**config.mk**
```make
export PLATFORM = sky130hd
export DESIGN_NAME = alu_slice
export DESIGN_NICKNAME = d
export VERILOG_FILES = /design/src/rtl/alu_slice_pkg.sv /design/src/rtl/slice_regfile.sv /design/src/rtl/slice_operand_mux.sv /design/src/rtl/slice_alu.sv /design/src/rtl/alu_slice.sv
export SDC_FILE = /design/constraint.sdc
export NUM_CORES = 1
export LEC_CHECK = 0
export ABC_AREA = 1
export CAP_MARGIN = 20
export CORE_MARGIN = 2
export CORE_UTILIZATION = 50
export DETAILED_ROUTE_END_ITERATION = 12
export PLACE_DENSITY = 0.7
export SYNTH_ARGS = -nofsm -noshare
export SYNTH_HDL_FRONTEND = slang
export SYNTH_SLANG_ARGS = --single-unit
```
**constraint.sdc**
```tcl
create_clock -name clk -period 9.6 [get_ports clk]
set_clock_uncertainty 0.2 [all_clocks]
set_input_delay 2.88 -clock clk [delete_from_list [all_inputs] [get_ports clk]]
set_output_delay 2.88 -clock clk [all_outputs]
set_load 0.1 [all_outputs]
```
**src/rtl/alu_slice_pkg.sv**
```systemverilog
package alu_slice_pkg;

  typedef enum logic [2:0] {
    SEL_AQ = 3'd0,
    SEL_AB = 3'd1,
    SEL_ZQ = 3'd2,
    SEL_ZB = 3'd3,
    SEL_ZA = 3'd4,
    SEL_DA = 3'd5,
    SEL_DQ = 3'd6,
    SEL_DZ = 3'd7
  } src_sel_e;

  typedef enum logic [2:0] {
    FN_ADD    = 3'd0,
    FN_SUB_SR = 3'd1,
    FN_SUB_RS = 3'd2,
    FN_OR     = 3'd3,
    FN_AND    = 3'd4,
    FN_ANDN   = 3'd5,
    FN_XOR    = 3'd6,
    FN_XNOR   = 3'd7
  } fn_sel_e;

  typedef enum logic [2:0] {
    DST_Q      = 3'd0,
    DST_NONE   = 3'd1,
    DST_RF_A   = 3'd2,
    DST_RF     = 3'd3,
    DST_RF_QDN = 3'd4,
    DST_RF_DN  = 3'd5,
    DST_RF_QUP = 3'd6,
    DST_RF_UP  = 3'd7
  } dst_sel_e;

endpackage

```
**src/rtl/slice_regfile.sv**
```systemverilog
module slice_regfile #(
  parameter int W  = 4,
  parameter int AW = 4
) (
  input  logic          clk,
  input  logic          rst_n,
  input  logic [AW-1:0] rd_a_addr,
  input  logic [AW-1:0] rd_b_addr,
  input  logic          wr_en,
  input  logic [W-1:0]  wr_data,
  output logic [W-1:0]  rd_a,
  output logic [W-1:0]  rd_b
);
  localparam int DEPTH = 1 << AW;

  logic [DEPTH-1:0][W-1:0] mem;

  for (genvar i = 0; i < DEPTH; i++) begin : g_ent
    logic ent_en;
    logic [W-1:0] ent_q;

    assign ent_en = wr_en && (rd_b_addr == AW'(i));

    always_ff @(posedge clk or negedge rst_n) begin
      if (!rst_n) begin
        ent_q <= '0;
      end else if (ent_en) begin
        ent_q <= wr_data;
      end
    end

    assign mem[i] = ent_q;
  end

  assign rd_a = mem[rd_a_addr];
  assign rd_b = mem[rd_b_addr];

endmodule

```
**src/rtl/slice_operand_mux.sv**
```systemverilog
module slice_operand_mux
  import alu_slice_pkg::*;
#(
  parameter int W = 4
) (
  input  src_sel_e       src,
  input  logic [W-1:0]   reg_a,
  input  logic [W-1:0]   reg_b,
  input  logic [W-1:0]   reg_q,
  input  logic [W-1:0]   ext_d,
  output logic [W-1:0]   op_r,
  output logic [W-1:0]   op_s
);
  always_comb begin
    op_r = '0;
    op_s = '0;
    unique case (src)
      SEL_AQ: begin op_r = reg_a; op_s = reg_q; end
      SEL_AB: begin op_r = reg_a; op_s = reg_b; end
      SEL_ZQ: begin op_r = '0;    op_s = reg_q; end
      SEL_ZB: begin op_r = '0;    op_s = reg_b; end
      SEL_ZA: begin op_r = '0;    op_s = reg_a; end
      SEL_DA: begin op_r = ext_d; op_s = reg_a; end
      SEL_DQ: begin op_r = ext_d; op_s = reg_q; end
      SEL_DZ: begin op_r = ext_d; op_s = '0;    end
      default: begin op_r = '0;   op_s = '0;    end
    endcase
  end
endmodule

```
**src/rtl/slice_alu.sv**
```systemverilog
module slice_alu
  import alu_slice_pkg::*;
#(
  parameter int W = 4
) (
  input  fn_sel_e      fn,
  input  logic [W-1:0] op_r,
  input  logic [W-1:0] op_s,
  input  logic         cin,
  output logic [W-1:0] res,
  output logic         cout,
  output logic         ovf
);
  logic [W-1:0] add_x, add_y;
  logic [W:0]   full_sum;
  logic [W-1:0] low_sum;
  logic         arith;

  always_comb begin
    add_x = op_r;
    add_y = op_s;
    arith = 1'b1;
    unique case (fn)
      FN_ADD:    begin add_x = op_r;  add_y = op_s;  end
      FN_SUB_SR: begin add_x = ~op_r; add_y = op_s;  end
      FN_SUB_RS: begin add_x = op_r;  add_y = ~op_s; end
      default:   arith = 1'b0;
    endcase
  end

  // Carry into the MSB comes from a sum of the lower W-1 bits.
  assign full_sum = {1'b0, add_x} + {1'b0, add_y} + {{W{1'b0}}, cin};
  assign low_sum  = {1'b0, add_x[W-2:0]} + {1'b0, add_y[W-2:0]} + {{(W-1){1'b0}}, cin};

  always_comb begin
    res = full_sum[W-1:0];
    unique case (fn)
      FN_OR:   res = op_r | op_s;
      FN_AND:  res = op_r & op_s;
      FN_ANDN: res = ~op_r & op_s;
      FN_XOR:  res = op_r ^ op_s;
      FN_XNOR: res = ~(op_r ^ op_s);
      default: res = full_sum[W-1:0];
    endcase
  end

  assign cout = arith & full_sum[W];
  assign ovf  = arith & (full_sum[W] ^ low_sum[W-1]);

endmodule

```
**src/rtl/alu_slice.sv**
```systemverilog
module alu_slice
  import alu_slice_pkg::*;
#(
  parameter int W  = 4,
  parameter int AW = 4
) (
  input  logic          clk,
  input  logic          rst_n,
  input  logic [AW-1:0] a_addr,
  input  logic [AW-1:0] b_addr,
  input  logic [2:0]    src_sel,
  input  logic [2:0]    fn_sel,
  input  logic [2:0]    dst_sel,
  input  logic [W-1:0]  d_in,
  input  logic          c_in,
  input  logic          rf_sin_lo,
  input  logic          rf_sin_hi,
  input  logic          q_sin_lo,
  input  logic          q_sin_hi,
  output logic [W-1:0]  y_out,
  output logic          c_out,
  output logic          ovf_out,
  output logic          sign_out,
  output logic          zero_out,
  output logic          rf_sout_lo,
  output logic          rf_sout_hi,
  output logic          q_sout_lo,
  output logic          q_sout_hi
);
  localparam int MSB = W - 1;

  dst_sel_e     dst;
  logic [1:0]   rst_pipe;
  logic         rst_sync_n;
  logic [W-1:0] reg_a, reg_b, q_q, q_d, op_r, op_s, f_res, rf_wdata;
  logic         rf_we, q_we, alu_cout, alu_ovf;

  assign dst = dst_sel_e'(dst_sel);

  // Reset asserts at once and releases after two clock edges.
  always_ff @(posedge clk or negedge rst_n) begin
    if (!rst_n) begin
      rst_pipe <= '0;
    end else begin
      rst_pipe <= {rst_pipe[0], 1'b1};
    end
  end
  assign rst_sync_n = rst_pipe[1];

  slice_regfile #(.W(W), .AW(AW)) u_rf (
    .clk       (clk),
    .rst_n     (rst_sync_n),
    .rd_a_addr (a_addr),
    .rd_b_addr (b_addr),
    .wr_en     (rf_we),
    .wr_data   (rf_wdata),
    .rd_a      (reg_a),
    .rd_b      (reg_b)
  );

  slice_operand_mux #(.W(W)) u_mux (
    .src   (src_sel_e'(src_sel)),
    .reg_a (reg_a),
    .reg_b (reg_b),
    .reg_q (q_q),
    .ext_d (d_in),
    .op_r  (op_r),
    .op_s  (op_s)
  );

  slice_alu #(.W(W)) u_alu (
    .fn   (fn_sel_e'(fn_sel)),
    .op_r (op_r),
    .op_s (op_s),
    .cin  (c_in),
    .res  (f_res),
    .cout (alu_cout),
    .ovf  (alu_ovf)
  );

  // Destination decode: write enables, write data and shift ends.
  always_comb begin
    rf_we      = 1'b0;
    rf_wdata   = f_res;
    q_we       = 1'b0;
    q_d        = f_res;
    y_out      = f_res;
    rf_sout_lo = 1'b0;
    rf_sout_hi = 1'b0;
    q_sout_lo  = 1'b0;
    q_sout_hi  = 1'b0;
    unique case (dst)
      DST_Q:    q_we = 1'b1;
      DST_NONE: ;
      DST_RF_A: begin rf_we = 1'b1; y_out = reg_a; end
      DST_RF:   rf_we = 1'b1;
      DST_RF_QDN, DST_RF_DN: begin
        rf_we      = 1'b1;
        rf_wdata   = {rf_sin_hi, f_res[MSB:1]};
        q_we       = (dst == DST_RF_QDN);
        q_d        = {q_sin_hi, q_q[MSB:1]};
        rf_sout_lo = f_res[0];
        q_sout_lo  = q_q[0];
      end
      DST_RF_QUP, DST_RF_UP: begin
        rf_we      = 1'b1;
        rf_wdata   = {f_res[MSB-1:0], rf_sin_lo};
        q_we       = (dst == DST_RF_QUP);
        q_d        = {q_q[MSB-1:0], q_sin_lo};
        rf_sout_hi = f_res[MSB];
        q_sout_hi  = q_q[MSB];
      end
      default: ;
    endcase
  end

  always_ff @(posedge clk or negedge rst_sync_n) begin
    if (!rst_sync_n) begin
      q_q <= '0;
    end else if (q_we) begin
      q_q <= q_d;
    end
  end

  assign c_out    = alu_cout;
  assign ovf_out  = alu_ovf;
  assign sign_out = f_res[MSB];
  assign zero_out = (f_res == '0);

endmodule

```
* Word-level counts from Yosys, hierarchy flattened
Index checks and enable logic that the tools add are counted.
** Word-level totals
- Input bits :: 28
- Register bits :: 70
- Word-level logic and storage cells :: 119
- Output and inout bits :: 12
** Operators by class
- Bitwise operators :: 10
- Reductions and logical operators :: 31
- Equal/unequal tests :: 35
- Order comparisons :: 2
- Add/subtract/negate cells :: 4
- Muxes and demuxes :: 19
** Operator list (count)
- 3-bit equality test, second input constant :: 12
- 4-bit binary-select mux with 4-bit select :: 2
- 4-bit equality test, second input constant :: 8
- 4-bit 2-to-1 mux :: 5
- 4-bit case mux with 5 select lines :: 1
- 3-bit by 2-bit equality test with 1-bit output, second input constant :: 6
- 4-bit by 3-bit equality test with 1-bit output, second input constant :: 4
- 1-bit logical AND :: 16
- 4-bit case mux with 2 select lines :: 2
- 4-bit case mux with 4 select lines :: 1
- 4-bit inverter :: 3
- 4-bit case mux with 3 select lines :: 1
- 3-bit OR reduction :: 4
- 4-bit by 5-bit less-than comparator with 1-bit output, second input constant :: 2
- 2-bit OR reduction :: 5
- 3-bit zero test :: 3
- 4-bit bitwise AND :: 2
- 4-bit by 2-bit equality test with 1-bit output, second input constant :: 2
- 4-bit zero test :: 2
- 3-bit by 1-bit equality test with 1-bit output, second input constant :: 2
- 1-bit 2-to-1 mux :: 6
- 6-bit OR reduction :: 1
- 4-bit by 4-bit adder with 5-bit output :: 1
- 5-bit by 1-bit adder with 5-bit output :: 1
- other kinds (8) :: 9

* Logic depth before layout (Yosys ltp)
- Depth after elaboration :: 9
- Gate-level depth with buffers :: 23

* Modules after synthesis
A second synthesis with hierarchy kept.
** Unflattened totals
- Cells, all modules :: 839
- Area total of the unflattened synthesis :: 5237.5 um^2
** Modules (own cells, without submodules)
- slice_regfile :: times used 1, sequential area each 1601.5 um^2, area each 3913.8 um^2, cells each 611
- slice_alu :: times used 1, sequential area each 0.0 um^2, area each 669.4 um^2, cells each 113
- alu_slice :: times used 1, sequential area each 150.1 um^2, area each 500.5 um^2, cells each 78
- slice_operand_mux :: times used 1, sequential area each 0.0 um^2, area each 153.9 um^2, cells each 37

* Worst setup path after synthesis
Ideal clock, no wire load.
- Path type :: input -> output
- From :: in b_addr[0]
- To :: out zero_out
- Setup slack :: -1.130 ns
- Arrival :: 7.650 ns
- Stages on the path :: 18
- Cells stage by stage :: buf_4 > buf_2 > nand2_1 > o21ai_0 > nand2_1 > nand2_1 > nand2_1 > nand2_1 > o21ai_1 > nand3_1 > xor2_1 > fa_1 > inv_1 > a31oi_1 > and2_1 > o21ai_0 > nand3_2 > nor3_1
** On the way
- Cells in the longest elaborated chain, start to end :: 9
- Elaborated cells between the ends (all ways) :: 14
** Ends and longest elaborated chain
- start, declared :: RTL line alu_slice.sv:10 : input logic [AW-1:0] b_addr,
- 4-bit binary-select mux with 4-bit select (*) :: RTL line slice_regfile.sv:36 : assign rd_b = mem[rd_b_addr];
- 4-bit 2-to-1 mux (implied by the code) (*) :: RTL line slice_regfile.sv:36
- 4-bit case mux with 4 select lines (*) :: RTL line slice_operand_mux.sv:17 : unique case (src)
- 4-bit inverter :: RTL line slice_alu.sv:26 : FN_SUB_RS: begin add_x = op_r; add_y = ~op_s; end
- 4-bit 2-to-1 mux :: RTL line slice_alu.sv:23 : unique case (fn)
- 4-bit by 4-bit adder with 5-bit output :: RTL line slice_alu.sv:32 : assign full_sum = {1'b0, add_x} + {1'b0, add_y} + {{W{1'b0}}, cin};
- 5-bit by 1-bit adder with 5-bit output :: RTL line slice_alu.sv:32
- 4-bit case mux with 5 select lines (*) :: RTL line slice_alu.sv:37 : unique case (fn)
- net sign_out :: RTL line alu_slice.sv:23 : output logic sign_out,
- 4-bit zero test (*) :: RTL line alu_slice.sv:128 : assign zero_out = (f_res == '0);
- end, declared :: RTL line alu_slice.sv:24 : output logic zero_out,
The timed path passes the listed nets; every way through them passes the cells marked *. The select of a mux whose other input is x is not followed.

* Worst setup path in the final report
- From :: in a_addr[1]
- To :: out zero_out
** On the way
- Cells in the longest elaborated chain, start to end :: 9
- Elaborated cells between the ends (all ways) :: 17
** Ends and longest elaborated chain
- start, declared :: RTL line alu_slice.sv:9 : input logic [AW-1:0] a_addr,
- 4-bit binary-select mux with 4-bit select (*) :: RTL line slice_regfile.sv:35 : assign rd_a = mem[rd_a_addr];
- 4-bit 2-to-1 mux (implied by the code) (*) :: RTL line slice_regfile.sv:35
- 4-bit case mux with 4 select lines / 4-bit case mux with 3 select lines (equally long branches) :: RTL line slice_operand_mux.sv:17
- 4-bit inverter, on equally long branches :: RTL line slice_alu.sv:26, slice_alu.sv:25, slice_alu.sv:40
- 4-bit 2-to-1 mux :: RTL line slice_alu.sv:23
- 4-bit by 4-bit adder with 5-bit output :: RTL line slice_alu.sv:32
- 5-bit by 1-bit adder with 5-bit output :: RTL line slice_alu.sv:32
- 4-bit case mux with 5 select lines (*) :: RTL line slice_alu.sv:37
- 4-bit zero test (*) :: RTL line alu_slice.sv:128
Mark *: on every way between the ends. The rest lies on a longest branch, timed or not. The select of a mux whose other input is x is not followed.

==> metrics.cfg <==
[sta]
final.period_utilization_pct=97.6
period_minus_slack_ns=9.37
final_max_slew_viol_count=0
hold_viol=0
max_freq_ghz=0.107
max_slew_margin_pct=20.2
rsz0062_at_grt=false
worst_pin_slew_ns=1.18
fin_ws_ns=0.227
fin_setup_tns_ns=0
setup_viol=0

[detailed_routing]
wl_met3_mm=1.03
vias=5461
met2WireLength_mm=7.37
first_pass_iters=5
top_layer=met4
antenna_left=0
first_iter_violations=394
remaining_drc_errors=0
wl_per_cell_um=15.7
viasPerCell=5.33
finalWirelength_mm=16.0
met1_length_mm=7.15

[critical_path]
crit_path_end_kind=primary output
crit_path_max_incr_delay_ns=0.55
slowest_stage=clkdlybuf4s50_1
start_kind=primary input
critPathMaxFanout=17
worstPathArrival_ns=6.29
crit_chain=clkdlybuf4s50_1 > inv_2 > nand3_1 > nand3_1 > nand3_1 > nand2_1 > nand2_1 > nand3_2 > xor2_1 > fa_1 > inv_1 > fa_1 > or2_2 > nand2_1 > nand2_1 > nor3_2 > buf_12
crit_type=in -> out
cp_common_cell=nand2_1
crit_required_ns=6.52

[clocking]
ctsLongestPathBuffers=2
clock_sinks=70
cts_max_level=3
clk_pin_slew_worst_paths_ns=0.08
numCtsBuffers=9
cts_tree=yes
ctsRootBufferMaster=clkbuf_8
insertion_delay_ns=0.38

[logic_synthesis]
synth_fa_ha_area_share_pct=2.49
ys_seq_elements=70
synth_top_family_by_area=simple AND/OR/NAND/NOR gates
synth.area.mux_share_pct=0.220
synth_compound_area_share_pct=6.52
yosys_warnings=0
yosys.area.top_type=dfrtp_1
synth_edf_count=0
synth_xor_area_share_pct=1.54
async_flop_share_pct=100
synth-simple-area-share_pct=43.2
syn-num-nets=878
synth_area_per_cell_um2=6.10
synthFlopType=dfrtp_1
synth.top_cell.area_share_pct=34.2
netlist_instances=841
netlist_area_um2=5130
synth.distinct_cells=33
synth_area_leaders=dfrtp_1 (34%), nand2_1 (30%), inv_1 (8.6%)
yosysSeqAreaShare_pct=34.2

[placed_design]
port_buffers=39
place_hpwl_mm=12.0
place_ws_ns=0.000196
gp_congestion=1.01

[finish]
area_growth_pct=18.4
drive_gt1_share_pct=6.85
diodes=0
nNetsFinal=923
final_cell_mix=nand2_1 (403), inv_1 (117), dfrtp_1 (69)
mostFrequentLayoutCell=nand2_1

[grt]
grt_max_degree=69
overflow=0
grt_pass1_vias=5333
grtUsageTotal_pct=30.2
grt_pass1_wl_mm=26.2
antenna_found_initial=0

[power]
ir_worst_vdd_uv=180
p_comb_share_pct=38.1
pwr-share-seq_pct=36.3
switching_share_pct=40.5
intPower_mw=0.703
leakage_nw=3.34
p_switching_mw=0.479
clockPowerShare_pct=25.6
pwr_density_cell_nw_per_um2=195
power.total_mw=1.18

[floorplanning]
fp.coreArea_um2=9860
die_h_um=105
io_pins=40
die_width_um=105
rows=36
die_area_um2=11100
start_util_pct=52.0

[worst_hold_path]
hp-class=reg -> reg

[job]
drv_cap=0

[status]
status=finished, final reports clean

-- worst max-delay path: cells and delay by family --
family	cells	cell delay [ns]
AND/OR/NAND/NOR	10	1.35
XOR/XNOR	1	0.18
buffers and inverters	4	1.04
adder cells (fa/ha/maj)	2	0.82
-- area by class of cell --
cell class                      instances  area (um2)
Clock buffer                           10         138
Clock inverter                          6         116
Fill cell                             941        3790
Inverter                              119         449
Multi-Input combinational cell        631        2800
Sequential cell                        70        1750
Tap cell                              133         166
Timing Repair Buffer                   55         647
-- what timing repair did --
item	in CTS	in global routing
cloned	0	1
endpoints found under the setup margin	1	5
gates resized for setup	1	8
hold buffers	0	0
buffers inserted	0	0
-- per-stage QoR --
stage / hold slack, ns / util [%] / std cells / area, um2
floorplan: 0.131 / - / 841 / 5140
global placement: 0.139 / 58.4 / 1007 / 5760
detailed placement: 0.143 / 58.4 / 1007 / 5760
CTS: 0.162 / 61.0 / 1023 / 6020
global route: 0.183 / 61.5 / 1024 / 6070
finish: 0.160 / 61.5 / 1024 / 6070
-- power groups by stage --
stage	sequential [mW]	clock (mW)	combinational, mW
after floorplan	0.412	0	0.314
after global placement	0.430	0	0.435
after detailed placement	0.431	0	0.443
after CTS	0.427	0.307	0.445
after global routing	0.437	0.317	0.498
final	0.429	0.303	0.451
-- registers in the layout (all words and copies together) (netlist names) --
name / count
u_rf.g_ent.ent_q: 64
q_q: 4
rst_pipe: 2
-- worst paths after layout --
path	startpoint	end	slack [ns]	cells after the start
max in group asynchronous	rst_n	rst_pipe[1]	6.63	1
worst max register to register	u_rf.g_ent[0].ent_q[0]	u_rf.g_ent[8].ent_q[1]	5.81	17
min in group asynchronous	rst_pipe[1]	u_rf.g_ent[15].ent_q[3]	0.23	1
worst max-delay path	a_addr[1]	zero_out	0.23	17
worst min-delay path	rst_pipe[0]	rst_pipe[1]	0.16	0
worst min register to register	rst_pipe[0]	rst_pipe[1]	0.16	0
-- cells in the mapped netlist (all sizes together) (2+ instances only) --
cell type	number
o21ai	25
nand4	3
a31oi	3
dfrtp	70
nand3	74
xor2	7
nor2	67
ha	7
xnor2	2
nand2	404
inv	119
nor3	2
a21oi	17
fa	2
a22oi	2
a221oi	4
a211oi	3
buf	20
o22ai	4
-- cells by family (layout without fill, tap and decap cells) --
group                      count (synthesis)  after routing
and+or+nand+nor                          552            552
DFF                                       70             70
muxes                                      1              1
AOI/OAI and AO/OA                         59             59
adders and majority gates                  9              9
other                                      1              1
xor gates and xnor gates                   9              9
buffers and inverters                    140            190
-- layer usage --
| layer | vias to the layer above | GRT usage [%] |
|---|---|---|
| met5 | - | 0 |
| met4 | 0 | 12.8 |
| met3 | 42 | 5.81 |
| met2 | 199 | 48.2 |
| met1 | 2559 | 40.0 |
| li1 | 2661 | - |
Note: power is estimated with default switching activity, not from simulation.
